`config.mk`:
```
export PLATFORM = sky130hd
export DESIGN_NAME = clkmgr_cfg_port
export DESIGN_NICKNAME = d
export VERILOG_FILES = /design/src/rtl/clkcfg_pkg.sv /design/src/rtl/clkcfg_access_ctrl.sv /design/src/rtl/clkcfg_regfile.sv /design/src/rtl/clkcfg_readmux.sv /design/src/rtl/clkmgr_cfg_port.sv
export SDC_FILE = /design/constraint.sdc
export NUM_CORES = 1
export LEC_CHECK = 0
export ABC_AREA = 1
export CORE_UTILIZATION = 40
export DETAILED_ROUTE_END_ITERATION = 8
export MAX_ROUTING_LAYER = met4
export PLACE_DENSITY = 0.8
export SYNTH_ARGS = -nofsm -noshare
export SYNTH_HDL_FRONTEND = slang
export SYNTH_HIERARCHICAL = 1
export SYNTH_SLANG_ARGS = --single-unit
export TNS_END_PERCENT = 1
```
`constraint.sdc`:
```
create_clock -name clk -period 1.5 [get_ports clk]
set_input_delay 0.3 -clock clk [delete_from_list [all_inputs] [get_ports clk]]
set_output_delay 0.3 -clock clk [all_outputs]
set_load 0.01 [all_outputs]
```
`src/rtl/clkcfg_pkg.sv`:
```
package clkcfg_pkg;

  // bit0 = phase-shift overflow ... bit3 = feedback stopped
  typedef struct packed {
    logic fb_stop;
    logic syn_stop;
    logic in_stop;
    logic ps_ovf;
  } clk_status_t;

  localparam int STATUS_W = $bits(clk_status_t);

  typedef enum logic [1:0] {
    SEL_STATUS = 2'd0,
    SEL_MUL    = 2'd1,
    SEL_DIV    = 2'd2,
    SEL_NONE   = 2'd3
  } rd_sel_t;

endpackage

```
`src/rtl/clkcfg_access_ctrl.sv`:
```
module clkcfg_access_ctrl #(
  parameter int ACK_LAT = 2
) (
  input  logic clk,
  input  logic rst,
  input  logic en,
  output logic accept,
  output logic busy,
  output logic rdy
);
  localparam int CNT_W = $clog2(ACK_LAT + 1);
  localparam logic [CNT_W-1:0] CNT_LOAD = CNT_W'(ACK_LAT);
  localparam logic [CNT_W-1:0] CNT_ONE  = CNT_W'(1);

  logic [CNT_W-1:0] cnt;

  assign busy   = (cnt != '0);
  assign accept = en & ~busy;
  assign rdy    = (cnt == CNT_ONE);

  always_ff @(posedge clk) begin
    if (rst)         cnt <= '0;
    else if (accept) cnt <= CNT_LOAD;
    else if (busy)   cnt <= cnt - CNT_ONE;
  end

  AST_RDY_SINGLE: assert property (@(posedge clk) disable iff (rst)
    rdy |=> !rdy);
  AST_ACCEPT_OCCUPIES: assert property (@(posedge clk) disable iff (rst)
    accept |=> (busy && !rdy));

endmodule

```
`src/rtl/clkcfg_regfile.sv`:
```
module clkcfg_regfile #(
  parameter int ADDR_W = 7,
  parameter int CODE_W = 5,
  parameter logic [ADDR_W-1:0] MUL_ADDR = 7'h50,
  parameter logic [ADDR_W-1:0] DIV_ADDR = 7'h52,
  parameter logic [CODE_W-1:0] MUL_RST  = 5'd1,
  parameter logic [CODE_W-1:0] DIV_RST  = 5'd0
) (
  input  logic              clk,
  input  logic              rst,
  input  logic              accept,
  input  logic              we,
  input  logic [ADDR_W-1:0] addr,
  input  logic [CODE_W-1:0] wcode,
  output logic [ADDR_W-1:0] addr_q,
  output logic [CODE_W-1:0] mul_code,
  output logic [CODE_W-1:0] div_code
);
  logic wr_mul, wr_div;

  assign wr_mul = accept & we & (addr == MUL_ADDR) & (wcode != '0);
  assign wr_div = accept & we & (addr == DIV_ADDR);

  always_ff @(posedge clk) begin
    if (rst)         addr_q <= '0;
    else if (accept) addr_q <= addr;
  end

  always_ff @(posedge clk) begin
    if (rst)         mul_code <= MUL_RST;
    else if (wr_mul) mul_code <= wcode;
  end

  always_ff @(posedge clk) begin
    if (rst)         div_code <= DIV_RST;
    else if (wr_div) div_code <= wcode;
  end

  AST_ADDR_HOLD: assert property (@(posedge clk) disable iff (rst)
    !accept |=> $stable(addr_q));
  AST_MUL_NONZERO: assert property (@(posedge clk) disable iff (rst)
    mul_code != '0);
  AST_MUL_HOLD: assert property (@(posedge clk) disable iff (rst)
    !(accept && we && addr == MUL_ADDR) |=> $stable(mul_code));
  AST_DIV_HOLD: assert property (@(posedge clk) disable iff (rst)
    !(accept && we && addr == DIV_ADDR) |=> $stable(div_code));

endmodule

```
`src/rtl/clkcfg_readmux.sv`:
```
module clkcfg_readmux
  import clkcfg_pkg::*;
#(
  parameter int ADDR_W = 7,
  parameter int DATA_W = 16,
  parameter int CODE_W = 5,
  parameter logic [ADDR_W-1:0] MUL_ADDR = 7'h50,
  parameter logic [ADDR_W-1:0] DIV_ADDR = 7'h52
) (
  input  logic [ADDR_W-1:0] addr_q,
  input  clk_status_t       status,
  input  logic [CODE_W-1:0] mul_code,
  input  logic [CODE_W-1:0] div_code,
  output logic [DATA_W-1:0] rdata
);
  rd_sel_t sel;

  always_comb begin
    if (addr_q == '0)            sel = SEL_STATUS;
    else if (addr_q == MUL_ADDR) sel = SEL_MUL;
    else if (addr_q == DIV_ADDR) sel = SEL_DIV;
    else                         sel = SEL_NONE;
  end

  always_comb begin
    case (sel)
      SEL_STATUS: rdata = {{(DATA_W-STATUS_W){1'b0}}, status};
      SEL_MUL:    rdata = {{(DATA_W-CODE_W){1'b0}}, mul_code};
      SEL_DIV:    rdata = {{(DATA_W-CODE_W){1'b0}}, div_code};
      default:    rdata = '0;
    endcase
  end

endmodule

```
`src/rtl/clkmgr_cfg_port.sv`:
```
module clkmgr_cfg_port
  import clkcfg_pkg::*;
#(
  parameter int ADDR_W  = 7,
  parameter int DATA_W  = 16,
  parameter int CODE_W  = 5,
  parameter int ACK_LAT = 2,
  parameter logic [ADDR_W-1:0] MUL_ADDR = 7'h50,
  parameter logic [ADDR_W-1:0] DIV_ADDR = 7'h52
) (
  input  logic              clk,
  input  logic              rst,
  input  logic              en,
  input  logic              we,
  input  logic [ADDR_W-1:0] addr,
  input  logic [DATA_W-1:0] wdata,
  output logic [DATA_W-1:0] rdata,
  output logic              rdy,
  input  logic              sts_ps_ovf,
  input  logic              sts_in_stop,
  input  logic              sts_syn_stop,
  input  logic              sts_fb_stop,
  output logic [CODE_W-1:0] mul_code,
  output logic [CODE_W-1:0] div_code
);
  logic              accept, busy;
  logic [ADDR_W-1:0] addr_q;
  clk_status_t       status;
  logic              unused_wdata_hi;

  assign status.ps_ovf   = sts_ps_ovf;
  assign status.in_stop  = sts_in_stop;
  assign status.syn_stop = sts_syn_stop;
  assign status.fb_stop  = sts_fb_stop;
  assign unused_wdata_hi = ^wdata[DATA_W-1:CODE_W];

  clkcfg_access_ctrl #(.ACK_LAT(ACK_LAT)) u_ctrl (
    .clk(clk), .rst(rst), .en(en),
    .accept(accept), .busy(busy), .rdy(rdy)
  );

  clkcfg_regfile #(
    .ADDR_W(ADDR_W), .CODE_W(CODE_W),
    .MUL_ADDR(MUL_ADDR), .DIV_ADDR(DIV_ADDR)
  ) u_regs (
    .clk(clk), .rst(rst), .accept(accept), .we(we), .addr(addr),
    .wcode(wdata[CODE_W-1:0]), .addr_q(addr_q),
    .mul_code(mul_code), .div_code(div_code)
  );

  clkcfg_readmux #(
    .ADDR_W(ADDR_W), .DATA_W(DATA_W), .CODE_W(CODE_W),
    .MUL_ADDR(MUL_ADDR), .DIV_ADDR(DIV_ADDR)
  ) u_rmux (
    .addr_q(addr_q), .status(status), .mul_code(mul_code),
    .div_code(div_code), .rdata(rdata)
  );

  AST_STATUS_AFTER_RESET: assert property (@(posedge clk) disable iff (rst)
    $fell(rst) |-> rdata == {{(DATA_W-STATUS_W){1'b0}}, status});
  AST_BUSY_NO_ACK_EARLY: assert property (@(posedge clk) disable iff (rst)
    (en && !busy) |-> !rdy);

endmodule

```
# Word-level counts from Yosys, hierarchy flattened
# Index checks and enable logic that the tools add are counted.
totals:
  reg_bits: 19
  inputBits: 31
  output_inout_bits: 27
  wordCells: 31
op_classes:
  add_sub_neg: 1
  n_eq_ne: 7
  n_mux: 6
  bitwise: 6
  n_reduce_logical: 6
ops:
  columns: ["operator", "n"]
  rows:
  - ["7-bit equality test (second input constant)", 4]
  - ["5-bit one-hot mux with 3 select lines", 1]
  - ["2-bit two-way mux", 4]
  - ["7-bit logical NOT", 1]
  - ["1-bit AND", 5]
  - ["5-bit nonzero test", 1]
  - ["2-bit by 1-bit equality test with 1-bit output (second input constant)", 2]
  - ["2-bit nonzero test", 2]
  - ["2-bit equality test (second input constant)", 1]
  - ["2-bit logical NOT", 1]
  - ["2-bit OR reduction", 1]
  - ["2-bit by 1-bit subtractor with 2-bit output (second input constant)", 1]
  - ["1-bit two-way mux", 1]
  - ["1-bit inverter", 1]

# Depth between registers and ports, before layout
logic_depth:
  word_depth: 6
  depth_mapped: 10
  ltp_nobuf: 10

# Modules after synthesis
# Netlist, hierarchy kept.
modules_own_cells:
  columns: ["module", "instances", "cells_each", "area_per_inst_um2", "seq_area_each_um2"]
  rows:
  - ["clkcfg_regfile", 1, 109, 764.5, 340.3]
  - ["clkcfg_readmux", 1, 56, 311.5, 0.0]
  - ["clkcfg_access_ctrl", 1, 13, 90.1, 40.0]

# Worst setup path after synthesis
# OpenSTA, ideal clock, no wires.
synth_path:
  path_type: "register to output"
  start: "register u_regs.addr_q[2]"
  end: "output rdata[1]"
  arrival_ps: 932
  required_ps: 1200
  slack_ps: 268
  path_stages_with_launch: 8
  path_buffers: 0
  cell_sequence: "dfxtp_1 inv_2 nand2_2 nor2_2 nand3_1 nand2_1 inv_1 a21oi_2"
synth_between:
  elab_chain_cells: 6
  word_cells_on_any_way: 10
  classes_between: "4 x eq/ne; 4 x mux; 2 x reduce/logical"
synth_rtl:
  columns: ["element", "line", "rtl"]
  rows:
  - ["from (decl)", "clkcfg_regfile.sv:15", "output logic [ADDR_W-1:0] addr_q,"]
  - ["from (signal assigned)", "clkcfg_regfile.sv:26", "else if (accept) addr_q <= addr;"]
  - ["7-bit equality test", "clkcfg_readmux.sv:21", "else if (addr_q == DIV_ADDR) sel = SEL_DIV;"]
  - ["1-bit two-way mux", "clkcfg_readmux.sv:21", null]
  - ["2-bit two-way mux", "clkcfg_readmux.sv:20", "else if (addr_q == MUL_ADDR) sel = SEL_MUL;"]
  - ["2-bit two-way mux (*)", "clkcfg_readmux.sv:19", "if (addr_q == '0) sel = SEL_STATUS;"]
  - ["2-bit equality test, or another cell as far along", "clkcfg_readmux.sv:26", "case (sel)"]
  - ["5-bit one-hot mux with 3 select lines (*)", "clkcfg_readmux.sv:26", null]
  - ["to (decl)", "clkmgr_cfg_port.sv:17", "output logic [DATA_W-1:0] rdata,"]
# Every way passes the cells marked *; elsewhere a longest branch is shown, timed or not.

# Worst setup path after layout
layout_path:
  start: "register u_regs.addr_q[3]"
  end: "output rdata[1]"
# Same word-level chain as after synthesis.

==> flow_summary.json <==
{
  "cp.arrival_ns": 1.54,
  "placedInstanceArea_sq_um": 1640,
  "endpoint_kind": "output port",
  "rsz0062_at_grt": "true",
  "postRouteAntennaNets": 0,
  "min_to": "u_ctrl/cnt[0]",
  "synth_compound_area_frac": 0.0880,
  "synthAdderAreaFrac": 0,
  "pre_cts_ws_ns": -0.385,
  "muxShareOfSynthArea": 0,
  "maxCapViolCount": 0,
  "final_cell_area_sq_um": 1840,
  "synth-seq-cells": 19,
  "clockBufferDepth": 2,
  "avgSynthCellArea_sq_um": 6.55,
  "synth.most_common_cell": "inv_1",
  "synth-seq-area-share": 0.326,
  "grt.overflow.total": 0,
  "start_util": 0.423,
  "io_buffers": 35,
  "num_rows": 19,
  "final.min_clock_period_ns": 1.84,
  "wirelength_microns": 2830,
  "ys_top_cells_by_count": "inv_1 (28), nand2_1 (27), nor2_1 (21)",
  "path_buf_inv": 5,
  "reg2reg_depth": 10,
  "ir_drop_v": 0.000547,
  "powerDensity_nw_per_um2": 667,
  "ys.flop_type": "dfxtp_1",
  "use_met1": 0.226,
  "setup_violations": 5,
  "grt_max_degree": 17,
  "synth-simple-area-share": 0.387,
  "drive_above_1_share": 0.347,
  "crit_path_top_delay_cell": "dfxtp_2",
  "synth_xor_xnor_area_share": 0,
  "leakage_nw": 0.974,
  "hp-start": "u_ctrl/cnt[0]",
  "cts_made_buffers": 3,
  "utilization": 0.668,
  "synth_edf_count": 0,
  "ctsHtreeMaxLevel": 1,
  "path_cells": "inv_2 > nand2_4 > nor2_4 > buf_6 > buf_6 > nand3_1 > nand2_1 > inv_1 > a21oi_2 > buf_2",
  "clock-sinks": 19,
  "root_buffer": "clkbuf_4",
  "synth_top_family_by_area": "simple AND/OR/NAND/NOR gates",
  "fin_skew_ns": 0.00297,
  "synth.top_cell.area_share": 0.326,
  "rr_endpoint": "u_regs/mul_code[2]",
  "cpMostUsedCell": "buf_6",
  "firstDrtPassIters": 5,
  "rr_startpoint": "u_ctrl/cnt[1]",
  "num_io_pins": 58,
  "slew_viol_final": 0,
  "rrSetupSlack_ns": 0.16,
  "crit_fanout": 3,
  "antenna_found_initial": 0,
  "n_antenna_cell": 0,
  "die_height_microns": 56.0,
  "nNetsFinal": 277,
  "post-route-period-util": 1.23,
  "synthesis.area_sq_um": 1170,
  "cp-start-kind": "flop",
  "drc": 0,
  "critPathMaxStageDelay_ns": 0.34,
  "grtUsageMet3": 0.0256,
  "hold_depth": 1,
  "fmax_mhz": 544,
  "place_congestion": 0.802,
  "synth.distinct_cells": 21,
  "grtUsageMet2": 0.320,
  "syn_inst": 178,
  "finalPower_mw": 1.23,
  "cts_tree": "built",
  "wire_per_inst_microns": 10.2,
  "required_ns": 1.20,
  "async_reset_ff_frac": 0,
  "hold_viol_final": 0,
  "gr-max-usage-layer": "met2",
  "path_class": "reg -> out",
  "drtIter0Drc": 43,
  "clk_latency_ns": 0.28,
  "grt_pass1_wl_microns": 4610,
  "vias_per_cell": 4.50,
  "violations": "negative setup slack",
  "synthTopCellsByArea": "dfxtp_1 (33%), inv_1 (9.0%), nand2_1 (8.7%)",
  "grtUsageTotal": 0.188,
  "core_sq_um": 2760,
  "status": "complete, but fails checks",
  "ys_warn_count": 6,
  "grt_pass1_vias": 1104,
  "num_vias": 1243,
  "synth_top_cell_by_area": "dfxtp_1",
  "clk_pin_slew_ns": 0.11,
  "min_path_type": "reg -> reg",
  "area_delta_synth_final_pct": 58.0,
  "cpLargestDelayFamily": "buffers and inverters",
  "die_w_microns": 56.0,
  "setup_slack_ns": -0.338,
  "die-area_sq_um": 3140,
  "dp_hpwl_microns": 2040,
  "hold_buffers": 0
}
[per-layer routing]
metal / share of wire / up-vias
li1: - / 666
met5: 0 / -
met2: 0.48 / 40
met4: 0.017 / 0
met3: 0.048 / 6
met1: 0.46 / 531
[cells by family after synthesis]
| family | after synthesis |
|---|---|
| compound gates | 19 |
| flops | 19 |
| simple gates | 90 |
| other cells | 1 |
| buf+inv | 49 |
[power by group]
group | switching (mW) | leakage (nW) | internal (mW)
Clock | 0.150 | 0.0177 | 0.0989
Sequential | 0.0176 | 0.158 | 0.533
Combinational | 0.207 | 0.798 | 0.223
Total | 0.375 | 0.974 | 0.855
[metrics by stage]
step | setup TNS (ns) | hold slack, ns | std cells
floorplan | 0 | 0.369 | 188
global placement | -2.79 | 0.478 | 258
detailed placement | -2.96 | 0.489 | 258
CTS | -1.04 | 0.466 | 275
global route | -1.78 | 0.482 | 276
finish | -1.28 | 0.469 | 276
[timing repair]
action / CTS / global route
setup endpoints to repair: 15 / 6
gates resized for setup: 43 / 20
pin swaps: 4 / 9
setup buffers: 13 / 1
[worst reg2reg max path, stage by stage (launching register included)]
cell	delay [ns]
dfxtp_1	0.35
nor2_2	0.15
inv_2	0.05
nor2_2	0.13
nand2_2	0.07
inv_1	0.05
nand2_1	0.06
nor2_2	0.15
nand4_1	0.13
nand2_1	0.08
nor2_1	0.03
[state kept, by name, summed over array words and instances (netlist names)]
register	cells
u_regs/div_code	5
u_regs/mul_code	5
u_regs/addr_q	7
u_ctrl/cnt	2
[final cells by class]
type | count | area (sq um)
Fill cell | 236 | 915
Clock buffer | 3 | 22.5
Multi-Input combinational cell | 120 | 641
Timing Repair Buffer | 66 | 611
Clock inverter | 1 | 5.00
Sequential cell | 19 | 390
Tap cell | 31 | 38.8
Inverter | 36 | 135
[cell usage in the layout, fill, tap and decap left out, types with 2 or more instances in the layout]
cell type and n:
o21ai_0 7, dlygate4sd2_1 10, nand2_2 7, inv_1 25, nand4_1 4, nand2_4 3, dfxtp_2 8, nor2_4 5
nand3_2 3, buf_12 2, inv_2 10, dfxtp_1 11, buf_2 5, nor2_1 21, nor2_2 6, nand2_1 23
nand3_1 16, a21oi_2 2, o21ai_1 5, conb_1 11, buf_4 19, clkdlybuf4s50_1 19, buf_6 10, a21oi_1 5
clkbuf_4 3
[worst max-delay path by stage]
stage                                 from       end  slack [ns]  depth (start not counted)
after CTS                 u_regs/addr_q[1]  rdata[1]       -0.29                         10
after global placement         sts_fb_stop  rdata[3]       -0.37                          6
final                     u_regs/addr_q[3]  rdata[1]       -0.34                         10
after floorplan           u_regs/addr_q[2]  rdata[1]        0.27                          7
after detailed placement       sts_in_stop  rdata[1]       -0.38                          6
after global routing      u_regs/addr_q[3]  rdata[1]       -0.43                         10
Power figures use the tool's default switching activity.
